==> config.mk <==
export PLATFORM = sky130hd
export DESIGN_NAME = pfd_antibacklash
export DESIGN_NICKNAME = d
export VERILOG_FILES = /design/src/rtl/pfd_pkg.sv /design/src/rtl/pfd_edge_sync.sv /design/src/rtl/pfd_flag_core.sv /design/src/rtl/pfd_pump_map.sv /design/src/rtl/pfd_antibacklash.sv
export SDC_FILE = /design/constraint.sdc
export NUM_CORES = 1
export LEC_CHECK = 0
export ABC_AREA = 1
export BUFFER_PORTS_ARGS = -buffer_cell sky130_fd_sc_hd__buf_2
export CAP_MARGIN = 20
export CORE_AREA = 4 4 41 43
export CTS_BUF_LIST = sky130_fd_sc_hd__clkbuf_16
export DETAILED_ROUTE_END_ITERATION = 8
export DIE_AREA = 0 0 45 47
export PLACE_DENSITY = 0.46
export SLEW_MARGIN = 20
export SYNTH_ARGS = -nofsm -noshare
export SYNTH_HDL_FRONTEND = slang
export SYNTH_SLANG_ARGS = --single-unit
==> constraint.sdc <==
create_clock -name clk -period 0.93 [get_ports clk]
set_clock_uncertainty 0.05 [all_clocks]
set_input_delay 0 -clock clk [delete_from_list [all_inputs] [get_ports clk]]
set_output_delay 0 -clock clk [all_outputs]
set_load 0.03 [all_outputs]
==> src/rtl/pfd_pkg.sv <==
package pfd_pkg;

   // One bit per detector side; rf = reference, fb = feedback.
   typedef struct packed {
      logic fb;
      logic rf;
   } pfd_pair_t;

   localparam int unsigned PFD_MIN_SYNC = 2;
   localparam int unsigned PFD_MIN_HOLD = 1;

endpackage

==> src/rtl/pfd_edge_sync.sv <==
module pfd_edge_sync #(
   parameter int unsigned STAGES = 2
) (
   input  logic clk,
   input  logic rst_n,
   input  logic sig_in,
   output logic rise_o
);

   generate
      if (STAGES < pfd_pkg::PFD_MIN_SYNC) begin : g_bad_stages
         $error("pfd_edge_sync: STAGES must be at least 2");
      end
   endgenerate

   logic [STAGES-1:0] chain_q;
   logic              last_q;

   always_ff @(posedge clk or negedge rst_n) begin
      if (!rst_n) begin
         chain_q <= '0;
         last_q  <= 1'b0;
      end else begin
         chain_q <= {chain_q[STAGES-2:0], sig_in};
         last_q  <= chain_q[STAGES-1];
      end
   end

   assign rise_o = chain_q[STAGES-1] & ~last_q;

   AST_RISE_SINGLE: assert property (@(posedge clk) disable iff (!rst_n)
      rise_o |=> !rise_o);

endmodule

==> src/rtl/pfd_flag_core.sv <==
module pfd_flag_core
   import pfd_pkg::*;
#(
   parameter int unsigned ABL_CYCLES = 2
) (
   input  logic      clk,
   input  logic      rst_n,
   input  pfd_pair_t rise_i,
   output pfd_pair_t flag_o
);

   localparam int unsigned CNT_W = (ABL_CYCLES > 1) ? $clog2(ABL_CYCLES) : 1;
   localparam logic [CNT_W-1:0] LAST_CNT = CNT_W'(ABL_CYCLES - 1);

   generate
      if (ABL_CYCLES < PFD_MIN_HOLD) begin : g_bad_hold
         $error("pfd_flag_core: ABL_CYCLES must be at least 1");
      end
   endgenerate

   pfd_pair_t flag_q;
   logic      both_set;
   logic      release_now;

   assign both_set = flag_q.rf & flag_q.fb;

   generate
      if (ABL_CYCLES == 1) begin : g_hold_one
         assign release_now = both_set;
      end else begin : g_hold_cnt
         logic [CNT_W-1:0] hold_q;

         always_ff @(posedge clk or negedge rst_n) begin
            if (!rst_n)
               hold_q <= '0;
            else if (!both_set || release_now)
               hold_q <= '0;
            else
               hold_q <= hold_q + 1'b1;
         end

         assign release_now = both_set && (hold_q == LAST_CNT);

         AST_PAIR_MIN_HOLD: assert property (@(posedge clk) disable iff (!rst_n)
            $rose(both_set) |=> both_set);
      end
   endgenerate

   // Clear has priority: an edge in the releasing cycle finds its flag set.
   always_ff @(posedge clk or negedge rst_n) begin
      if (!rst_n) begin
         flag_q <= '0;
      end else if (release_now) begin
         flag_q <= '0;
      end else begin
         if (rise_i.rf) flag_q.rf <= 1'b1;
         if (rise_i.fb) flag_q.fb <= 1'b1;
      end
   end

   assign flag_o = flag_q;

   AST_PAIR_DROP_RF: assert property (@(posedge clk) disable iff (!rst_n)
      $fell(flag_q.rf) |-> $fell(flag_q.fb));
   AST_PAIR_DROP_FB: assert property (@(posedge clk) disable iff (!rst_n)
      $fell(flag_q.fb) |-> $fell(flag_q.rf));
   AST_SET_ON_RISE: assert property (@(posedge clk) disable iff (!rst_n)
      (rise_i.rf && !both_set) |=> flag_q.rf);
   AST_HOLD_ALONE: assert property (@(posedge clk) disable iff (!rst_n)
      (flag_q.rf && !flag_q.fb) |=> flag_q.rf);

endmodule

==> src/rtl/pfd_pump_map.sv <==
module pfd_pump_map
   import pfd_pkg::*;
(
   input  logic      pol_neg,
   input  logic      cp_en,
   input  pfd_pair_t flag_i,
   output logic      up_o,
   output logic      dn_o,
   output logic      drive_o
);

   logic up_raw;
   logic dn_raw;

   always_comb begin
      if (pol_neg) begin
         up_raw = flag_i.fb;
         dn_raw = flag_i.rf;
      end else begin
         up_raw = flag_i.rf;
         dn_raw = flag_i.fb;
      end
   end

   assign up_o    = cp_en & up_raw;
   assign dn_o    = cp_en & dn_raw;
   assign drive_o = cp_en;

endmodule

==> src/rtl/pfd_antibacklash.sv <==
module pfd_antibacklash
   import pfd_pkg::*;
#(
   parameter int unsigned SYNC_STAGES = 2,
   parameter int unsigned ABL_CYCLES  = 2
) (
   input  logic clk,
   input  logic rst_n,
   input  logic ref_div,
   input  logic fb_div,
   input  logic pol_neg,
   input  logic cp_en,
   output logic pump_up,
   output logic pump_dn,
   output logic pump_drive
);

   localparam int unsigned SIDES = 2;

   logic [SIDES-1:0] raw_in;
   logic [SIDES-1:0] rise_vec;
   pfd_pair_t        rise_pair;
   pfd_pair_t        flag_pair;

   assign raw_in = {fb_div, ref_div};

   generate
      for (genvar s = 0; s < SIDES; s++) begin : g_side
         pfd_edge_sync #(.STAGES(SYNC_STAGES)) u_sync (
            .clk    (clk),
            .rst_n  (rst_n),
            .sig_in (raw_in[s]),
            .rise_o (rise_vec[s])
         );
      end
   endgenerate

   assign rise_pair.rf = rise_vec[0];
   assign rise_pair.fb = rise_vec[1];

   pfd_flag_core #(.ABL_CYCLES(ABL_CYCLES)) u_core (
      .clk    (clk),
      .rst_n  (rst_n),
      .rise_i (rise_pair),
      .flag_o (flag_pair)
   );

   pfd_pump_map u_map (
      .pol_neg (pol_neg),
      .cp_en   (cp_en),
      .flag_i  (flag_pair),
      .up_o    (pump_up),
      .dn_o    (pump_dn),
      .drive_o (pump_drive)
   );

   AST_QUIET_WHEN_OPEN: assert property (@(posedge clk) disable iff (!rst_n)
      !cp_en |-> (!pump_up && !pump_dn && !pump_drive));
   AST_FALL_NO_SET: assert property (@(posedge clk) disable iff (!rst_n)
      (!flag_pair.rf && !rise_vec[0]) |=> !flag_pair.rf);

endmodule

* After elaboration in Yosys (flattened, before gate mapping)
Cells that the tools add are included.
Storage, ports and cells: latch bits 0, ROM bits 0, memories kept 0, bits of input ports 6, bits in writable memories 0, logic and storage cells 26, flip-flop bits (word level) 9
Cells by class: multipliers 0, magnitude comparators 0, bitwise gates (word level) 7, add/sub/neg operators 1, shift operators 0, equality and inequality tests 0, divide/modulo/power cells 0, reduce and logical (&&, ||, !) cells 5, muxes and demuxes 6
Operator list (count):
- bitwise AND 1 bit | 5
- two-way mux 1 bit | 5
- nonzero test 2 bit | 2
- two-way mux 2 bit | 1
- NOT 1 bit | 2
- adder 1 bit (second input constant) | 1
- logical AND 1 bit | 1
- logical NOT 1 bit | 1
- logical OR 1 bit | 1

* Depth between registers and ports, before layout
Gate-level depths: netlist of run 1.
depth in word-level cells 4, depth in mapped cells 5

* Cells and area by module
Synthesis of run 1 repeated with hierarchy kept, for this count alone.
Unflattened totals: cell total of the unflattened synthesis 37, area, all modules 345.3 um^2
By module, submodules not included:
- pfd_edge_sync | cells each 5, instances 2, area an instance 85.1 um^2, sequential area each 75.1 um^2
- pfd_flag_core | cells each 16, instances 1, area an instance 125.1 um^2, sequential area each 75.1 um^2
- pfd_pump_map | cells each 11, instances 1, area an instance 50.0 um^2, sequential area each 0.0 um^2

* Worst setup path after synthesis of run 1
OpenSTA, ideal clock, no wires.
path kind reg-to-output, from reg u_core.flag_q, in the netlist u_core.flag_o[0], to out pump_dn, data arrival time 0.764 ns, path buffers 0, cell stages (with the launch flop) 5, path slack 0.116 ns, cell sequence dfrtp_1 inv_2 nand2_1 nand2_1 nor2_2
On the way: word-level cells in the longest chain between the ends 2
Ends and longest elaborated chain:
- from (decl) | line pfd_flag_core.sv:21 | pfd_pair_t flag_q;
- two-way mux 1 bit | line pfd_pump_map.sv:16 | if (pol_neg) begin
- bitwise AND 1 bit | line pfd_pump_map.sv:26 | assign dn_o = cp_en & dn_raw;
- to (decl) | line pfd_antibacklash.sv:14 | output logic pump_dn,
Every way passes these cells.

* Worst setup path in the final report of run 1
Ends and elaborated chain as after synthesis.

==> out/results.ini, run 1 <==
[status]
status = finished, violations left
violations = negative setup slack

[route]
vias_per_cell = 3.73
wl_per_cell_um = 8.08
first_pass_iters = 1
wl_um = 509
ant_nets = 0
vias = 235
drc_errors = 0
dr.first_iter.drc_count = 0

[global_routing]
grt_max_degree = 10
antenna_found_initial = 0
grt_overflow = 0
grt.total_usage = 0.0631
grt_pass1_vias = 228
grt_pass1_wl_um = 917

[die]
fp.dieW_um = 45
floorplan.initialDensity = 0.252
rows = 13
core_area_sq_um = 1300
io_pins = 9
die_area_sq_um = 2120
chipHeight_um = 47

[timing]
slew_headroom = 0.863
setup_slack_ns = -0.100
drv_slew = 0
worst_pin_slew_ns = 0.206
hold_violations = 0
fin_crit_sh = 1.11
holdWs_ns = 0.105
rsz0062_at_grt = yes
setup_viol = 2
min_period_ns = 1.03
fin_setup_tns_ns = -0.194
fmax_mhz = 971

[synthesis]
synth-seq-cells = 9
yosys-top-cells-area = dfrtp_1, nand2_1, inv_1
seq_area_frac_synth = 0.687
synth_top_area_frac = 0.687
synth_flop_cell = dfrtp_1
synth.most_common_cell = nand2_1
async_flop_share = 1.00
syn_area_per_cell_sq_um = 10.2
synthDistinctLibCells = 9
synth_warnings = 0
synth-edff-count = 0
yosysTopAreaCell = dfrtp_1
syn_inst = 32
synthTopCellsByCount = nand2_1, dfrtp_1, inv_1
netlist_area_sq_um = 328
synth_nets = 38

[setup_path]
r2r_start = u_core.flag_o[0]$_DFFE_PN0P_
critPathArrivalTime_ns = 0.98
start_kind = flop
required_ns = 0.88
max_stage_delay_ns = 0.37
setup.worst_path.end_class = primary output
worstPathMaxFanout = 3
crit_start = u_core.flag_o[0]$_DFFE_PN0P_
critPathKind = reg2out
cp_cell_sequence = inv_2 > nand2_1 > nand2_1 > nor2_2 > buf_6
cp_slowest_cell = dfrtp_1
cp_common_cell = nand2_1

[finish]
multi_input_area_sq_um = 72.6
num_antenna_cells = 0
nets = 55
area_growth_pct = 57.3
final_cells = 63
final_area_sq_um = 515
register_area_sq_um = 225
utilization = 0.396
drive_gt1_frac = 0.375
nFillCells = 136

[power]
max-vdd-ir-drop_mv = 1.07
p_per_area_nw_per_um2 = 3130
p_leak_nw = 0.275

[clocking]
cts_made_buffers = 3
clk_pin_slew_ns = 0.04
cts_buffer_depth = 2
clock_sinks = 9
root_buffer = clkbuf_16
htree_levels = 1
cts_tree = yes
clk_latency_ns = 0.23

[run]
max_cap_viol_count = 0

[place]
dp_cells = 54
placed_cell_area_sq_um = 379
port_buffers = 8
gp_congestion = 0.718

[hold_path]
hold_class = in2async

[layer usage]
layer / share of wire / vias to the layer above / GRT usage / routed length, um
met5: 0 / - / 0 / 0
met4: 0 / 0 / 0.0526 / 0
met3: 0.094 / 0 / 0.0230 / 48
met2: 0.43 / 9 / 0.0876 / 221
met1: 0.47 / 102 / 0.0775 / 239
li1: - / 124 / - / -
[worst paths after layout]
| path | end | slack, ns | cells after the start |
|---|---|---|---|
| min | g_side[0].u_sync.chain_q[1]$_DFF_PN0_ | 0.11 | 2 |
| min in group clk | pump_drive | 0.23 | 2 |
| max in group asynchronous | g_side[1].u_sync.last_q$_DFF_PN0_ | 0.55 | 2 |
| max reg2reg | u_core.flag_o[0]$_DFFE_PN0P_ | 0.09 | 5 |
| min reg2reg | g_side[1].u_sync.chain_q[1]$_DFF_PN0_ | 0.29 | 0 |
| max | pump_dn | -0.10 | 5 |
[logic make-up (layout without fill, tap and decap cells)]
logic type / count (synthesis) / count (layout) / share of synthesized area
DFF: 9 / 9 / 0.687
buffers and inverters: 7 / 23 / 0.0916
and+or+nand+nor: 16 / 16 / 0.221
[cell type report]
cell class / count / share of cell area
sequential: 9 / 0.437
timing repair buffer: 13 / 0.189
clock buffer: 3 / 0.146
multi-input combinational: 16 / 0.141
inverter: 6 / 0.0437
tap: 15 / 0.0364
clock inverter: 1 / 0.00728
[placed cells by master, fill, tap and decap left out, drive strengths merged]
master	n
buf	10
clkbuf	3
dfrtp	9
dlygate4sd3	3
inv	7
nand2	10
nand3	1
nor2	4
nor3	1
[through the flow]
stage                     power (mW)  worst slack [ns]
after floorplan                0.732             0.116
after global placement         0.797            0.0965
after detailed placement       0.800            0.0852
after CTS                       1.64            -0.114
after global routing            1.72            -0.176
final                           1.61            -0.100
[state kept, by name (all words and copies together), names as in the netlist]
signal / count
g_side.u_sync.last_q: 2
g_side.u_sync.chain_q: 4
u_core.g_hold_cnt.hold_q: 1
u_core.flag_o: 2
[power breakdown]
part	total, mW	internal [mW]	switching (mW)
combinational	0.368	0.178	0.190
clock	0.721	0.559	0.162
sequential	0.523	0.469	0.0543
total	1.61	1.21	0.406
[what timing repair did]
item,CTS,global route
gates cloned,0,0
hold buffers,3,0
hold endpoints to repair,11,0
setup endpoints to repair,2,2
setup buffers,2,0
resized for setup,4,0
[critical path: cells and delay by family (launching register included)]
family / cells / cell delay (ns)
DFF: 1 / 0.37
buffers and inverters: 2 / 0.18
and+or+nand+nor: 3 / 0.20
(Power assumes the default switching activity.)
==> run 2: changes to the inputs <==
==> constraint.sdc (replaced) <==
create_clock -name clk -period 1.15 [get_ports clk]
set_clock_uncertainty 0.05 [all_clocks]
set_input_delay 0 -clock clk [delete_from_list [all_inputs] [get_ports clk]]
set_output_delay 0 -clock clk [all_outputs]
set_load 0.03 [all_outputs]
==> out/results.ini, run 2 (same netlist as run 1, synthesis figures left out) <==
[status]
status = finished clean  ; was finished, violations left

[setup_path]
crit_end = pump_dn  ; unchanged
crit_start = u_core.flag_o[0]$_DFFE_PN0P_  ; unchanged
start_kind = flop  ; unchanged
cp_cell_sequence = inv_2 > nand2_1 > nand2_1 > nor2_2 > buf_4  ; was inv_2 > nand2_1 > nand2_1 > nor2_2 > buf_6
worst_r2r_path_depth = 4  ; was 5
worst-path-stages = 5  ; unchanged
max_stage_delay_ns = 0.39  ; was 0.37 ns
required_ns = 1.10  ; was 0.88 ns
regToRegEndpoint = u_core.flag_o[0]$_DFFE_PN0P_  ; unchanged
reg2reg_slack_ns = 0.37  ; was 0.09 ns
path_buf_inv = 2  ; unchanged
r2r_start = u_core.flag_o[0]$_DFFE_PN0P_  ; unchanged
critPathArrivalTime_ns = 1.04  ; was 0.98 ns
critPathKind = reg2out  ; unchanged
worstPathMaxFanout = 3  ; unchanged
cp_slowest_cell = dfrtp_1  ; unchanged
cp_top_family = flip-flops  ; unchanged
cp_common_cell = nand2_1  ; unchanged
setup.worst_path.end_class = primary output  ; unchanged

[global_routing]
grt_pass1_vias = 252  ; was 228
antenna_found_initial = 0  ; unchanged
grt_max_degree = 10  ; unchanged
grt_pass1_wl_um = 952  ; was 917 um
grt_overflow = 0  ; unchanged
grt.total_usage = 0.0687  ; was 0.0631

[place]
dp_hpwl_um = 422
port_buffers = 8  ; unchanged
gp_congestion = 0.753  ; was 0.718
dp_cells = 54  ; unchanged

[power]
p_per_area_nw_per_um2 = 2550  ; was 3130 nW/um^2
p_leak_nw = 0.263  ; was 0.275 nW
max-vdd-ir-drop_mv = 1.02  ; was 1.07 mV

[route]
dr.first_iter.drc_count = 0  ; unchanged
ant_nets = 0  ; unchanged
vias = 232  ; was 235
wl_per_cell_um = 9.26  ; was 8.08 um
wl_um = 565  ; was 509 um
vias_per_cell = 3.80  ; was 3.73
drc_errors = 0  ; unchanged
first_pass_iters = 1  ; unchanged

[timing]
slew_headroom = 0.867  ; was 0.863
fmax_mhz = 916
fin_crit_sh = 0.950
fin_setup_tns_ns = 0  ; was -0.194 ns
setup_viol = 0  ; was 2
worst_pin_slew_ns = 0.200  ; was 0.206 ns
hold_violations = 0  ; unchanged
drv_slew = 0  ; unchanged
min_period_ns = 1.09
rsz0062_at_grt = no  ; was yes

[finish]
top_register = g_side.u_sync.chain_q  ; unchanged
largest_register_ffs = 4  ; unchanged
final_cells = 61  ; was 63
layout_common_cells = nand2_1, dfrtp_1, buf_2  ; unchanged
nets = 53  ; was 55
drive_gt1_frac = 0.348  ; was 0.375
area_growth_pct = 50.4  ; was 57.3%
num_antenna_cells = 0  ; unchanged
final_common_cell = nand2_1  ; unchanged

[die]
rows = 13  ; unchanged
fp.dieW_um = 45  ; unchanged
floorplan.initialDensity = 0.252  ; unchanged
die_area_sq_um = 2120  ; unchanged
chipHeight_um = 47  ; unchanged
io_pins = 9  ; unchanged
core_area_sq_um = 1300  ; unchanged

[run]
max_cap_viol_count = 0  ; unchanged

[clocking]
htree_levels = 1  ; unchanged
clk_pin_slew_ns = 0.04  ; about the same
cts_tree = yes  ; unchanged
cts_buffer_depth = 2  ; unchanged
root_buffer = clkbuf_16  ; unchanged
cts_made_buffers = 3  ; unchanged
clk_latency_ns = 0.23  ; about the same
clock_sinks = 9  ; unchanged

[hold_path]
hold_class = in2async  ; unchanged

==> run 2: cell count changes in the layout (fill, tap and decap cells not counted), sizes merged <==
cell,previous run,this run
clkbuf,3,4
buf,10,7
==> run 2: worst min path at each step <==
| stage | cells past startpoint | to |
|---|---|---|
| finish | 2 | g_side[0].u_sync.chain_q[1]$_DFF_PN0_ |
| global route | 2 | g_side[0].u_sync.chain_q[0]$_DFF_PN0_ |
| CTS | 2 | g_side[0].u_sync.chain_q[1]$_DFF_PN0_ |
| detailed placement | 1 | g_side[0].u_sync.chain_q[1]$_DFF_PN0_ |
| global placement | 1 | g_side[1].u_sync.chain_q[0]$_DFF_PN0_ |
| floorplan | 0 | g_side[0].u_sync.chain_q[0]$_DFF_PN0_ |
==> run 2: worst register-to-register path, cell delays in order, from the launching register on <==
cell and delay [ns]:
dfrtp_1 0.39, inv_2 0.09, nand2_1 0.06, nand2_1 0.05, inv_1 0.03
==> run 2: metrics by stage <==
step / util / power, mW / hold WS (ns) / area, sq um / setup WS (ns)
after floorplan: - / 0.592 / -0.346 / 328 / 0.336
after global placement: 0.291 / 0.644 / -0.196 / 379 / 0.327
after detailed placement: 0.291 / 0.658 / -0.190 / 379 / 0.278
after CTS: 0.375 / 1.27 / 0.0962 / 488 / 0.0270
after global routing: 0.379 / 1.33 / 0.140 / 493 / 0.00269
final: 0.379 / 1.26 / 0.0999 / 493 / 0.0577
==> run 2: layer usage <==
layer  vias to the layer above  track usage  part of all wire
li1                        120            -                 -
met3                         0       0.0230             0.073
met2                         9        0.107              0.51
met5                         -            0                 0
met1                       103       0.0635              0.41
met4                         0       0.0877                 0
==> run 2: final cells by class <==
class | count | area (sq um)
Fill cell | 133 | 808
Sequential cell | 9 | 225
Clock buffer | 3 | 75.1
Timing Repair Buffer | 11 | 75.1
Multi-Input combinational cell | 16 | 72.6
Inverter | 6 | 22.5
Tap cell | 15 | 18.8
Clock inverter | 1 | 3.75
==> run 2: power breakdown <==
group	leakage (nW)	internal, mW	switching [mW]	total [mW]
sequential	0.104	0.379	0.0445	0.424
combinational	0.116	0.0932	0.151	0.244
clock	0.0423	0.453	0.137	0.590
==> run 2: timing repair <==
action / in CTS / in global routing
hold buffers: 3 / 0
gates resized for setup: 0 / 3
setup buffers: 0 / 0
hold endpoints to repair: 11 / 0
setup endpoints to repair: 0 / 2
==> run 3: changes to the inputs <==
==> constraint.sdc (replaced) <==
create_clock -name clk -period 1.22 [get_ports clk]
set_clock_uncertainty 0.05 [all_clocks]
set_input_delay 0 -clock clk [delete_from_list [all_inputs] [get_ports clk]]
set_output_delay 0 -clock clk [all_outputs]
set_load 0.03 [all_outputs]
==> out/results.ini, run 3 (same netlist as run 1, synthesis figures left out) <==
[status]
status = finished clean  ; unchanged

[die]
io_pins = 9  ; unchanged
floorplan.initialDensity = 0.252  ; unchanged
die_area_sq_um = 2120  ; unchanged
core_area_sq_um = 1300  ; unchanged
fp.dieW_um = 45  ; unchanged
chipHeight_um = 47  ; unchanged
rows = 13  ; unchanged

[timing]
min_period_ns = 1.07
rsz0062_at_grt = no  ; unchanged
fmax_mhz = 930
holdWs_ns = 0.0964  ; was 0.0999 ns
hold_violations = 0  ; unchanged
drv_slew = 0  ; unchanged
fin_setup_tns_ns = 0  ; unchanged
slew_headroom = 0.867  ; about the same
worst_pin_slew_ns = 0.200  ; about the same
setup_viol = 0  ; unchanged
setup_slack_ns = 0.145  ; was 0.0577 ns
fin_crit_sh = 0.881

[finish]
top_register = g_side.u_sync.chain_q  ; unchanged
largest_register_ffs = 4  ; unchanged
nets = 53  ; unchanged
area_growth_pct = 48.9  ; was 50.4%
layout_common_cells = nand2_1, dfrtp_1, buf_2  ; unchanged
utilization = 0.375  ; was 0.379
drive_gt1_frac = 0.348  ; unchanged
num_antenna_cells = 0  ; unchanged
final_common_cell = nand2_1  ; unchanged

[route]
vias = 225  ; was 232
drc_errors = 0  ; unchanged
vias_per_cell = 3.69  ; was 3.80
wl_um = 489  ; was 565 um
dr.first_iter.drc_count = 3  ; was 0
first_pass_iters = 2  ; was 1
wl_per_cell_um = 8.02  ; was 9.26 um
ant_nets = 0  ; unchanged

[setup_path]
required_ns = 1.17  ; was 1.10 ns
cp_cell_sequence = inv_2 > nand2_1 > nand2_1 > nor2_2 > buf_2  ; was inv_2 > nand2_1 > nand2_1 > nor2_2 > buf_4
cp_common_cell = nand2_1  ; unchanged
max_stage_delay_ns = 0.37  ; was 0.39 ns
start_kind = flop  ; unchanged
setup.worst_path.end_class = primary output  ; unchanged
critPathArrivalTime_ns = 1.02  ; was 1.04 ns
critPathKind = reg2out  ; unchanged
worstPathMaxFanout = 3  ; unchanged
cp_slowest_cell = dfrtp_1  ; unchanged

[power]
p_clk_frac = 0.473  ; was 0.469
power_mw = 1.16  ; was 1.26 mW
p_per_area_nw_per_um2 = 2380  ; was 2550 nW/um^2
seqPwrFrac = 0.343  ; was 0.337
switching_power_uw = 297  ; was 332 uW
swShare = 0.256  ; was 0.264
p_comb_frac = 0.184  ; was 0.194
p_int_uw = 863  ; was 925 uW
max-vdd-ir-drop_mv = 0.989  ; was 1.02 mV
p_leak_nw = 0.262  ; was 0.263 nW

[clocking]
htree_levels = 1  ; unchanged
cts_setup_buffers = 0  ; unchanged
root_buffer = clkbuf_16  ; unchanged
clk_latency_ns = 0.23  ; about the same
cts_made_buffers = 3  ; unchanged
cts_tree = yes  ; unchanged
cts_buffer_depth = 2  ; unchanged
clock_sinks = 9  ; unchanged
clk_pin_slew_ns = 0.04  ; about the same

[global_routing]
grt_pass1_wl_um = 841  ; was 952 um
grt_overflow = 0  ; unchanged
grt_pass1_vias = 217  ; was 252
antenna_found_initial = 0  ; unchanged
grt_max_degree = 10  ; unchanged
grt.total_usage = 0.0559  ; was 0.0687

[place]
port_buffers = 8  ; unchanged
pre_cts_ws_ns = 0.375  ; was 0.278 ns
dp_hpwl_um = 341  ; was 422 um
gp_congestion = 0.700  ; was 0.753

[run]
max_cap_viol_count = 0  ; unchanged

[hold_path]
hold_class = in2async  ; unchanged

## run 3: changes by cell type in the layout (fill, tap and decap cells not counted)
| cell | before | now |
|---|---|---|
| buf_2 | 6 | 8 |
| buf_4 | 1 | 0 |
| clkbuf_4 | 1 | 0 |
## run 3: worst paths after layout
path                                                  startpoint                                     to  slack [ns]  depth (start not counted)
max                                 u_core.flag_o[0]$_DFFE_PN0P_                                pump_dn        0.15                          5
min                                                        rst_n  g_side[0].u_sync.chain_q[0]$_DFF_PN0_         0.1                          2
max reg2reg                         u_core.flag_o[0]$_DFFE_PN0P_           u_core.flag_o[0]$_DFFE_PN0P_        0.46                          4
min reg2reg                g_side[1].u_sync.chain_q[0]$_DFF_PN0_  g_side[1].u_sync.chain_q[1]$_DFF_PN0_        0.29                          0
max in group asynchronous                                  rst_n      g_side[1].u_sync.last_q$_DFF_PN0_        0.85                          2
min in group clk                                           cp_en                             pump_drive        0.23                          2
## run 3: power by group through the flow
| stage | sequential (mW) | combinational (mW) | clock, mW |
|---|---|---|---|
| 2_1_floorplan | 0.395 | 0.163 | 0 |
| 3_3_place_gp | 0.401 | 0.206 | 0 |
| 3_5_place_dp | 0.400 | 0.210 | 0 |
| 4_1_cts | 0.397 | 0.218 | 0.559 |
| 5_1_grt | 0.404 | 0.248 | 0.585 |
| 6_report | 0.397 | 0.214 | 0.549 |
## run 3: layer usage
metal  track usage  vias up  share of wire
li1              -      120              -
met1        0.0704       96           0.48
met2        0.0791        9           0.42
met3        0.0115        0          0.096
met4        0.0526        0              0
met5             0        -              0
## run 3: worst max-delay path, delay by kind of cell (launching register included)
kind | cells | cell delay (ns)
buf+inv | 2 | 0.25
flops | 1 | 0.37
simple gates | 3 | 0.17
## run 3: final cells by class
type / count / area [sq um]
Clock buffer: 3 / 75.1
Clock inverter: 1 / 3.75
Fill cell: 143 / 813
Inverter: 6 / 22.5
Multi-Input combinational cell: 16 / 72.6
Sequential cell: 9 / 225
Tap cell: 15 / 18.8
Timing Repair Buffer: 11 / 70.1
## run 3: through the flow
step                      area (sq um)  instances
after floorplan                    328         32
after global placement             379         54
after detailed placement           379         54
after CTS                          488         61
after global routing               488         61
final                              488         61
## run 3: repair_timing
item | CTS | global route
hold buffers | 3 | 0
endpoints found under the hold margin | 11 | 0
resized for setup | 0 | 0
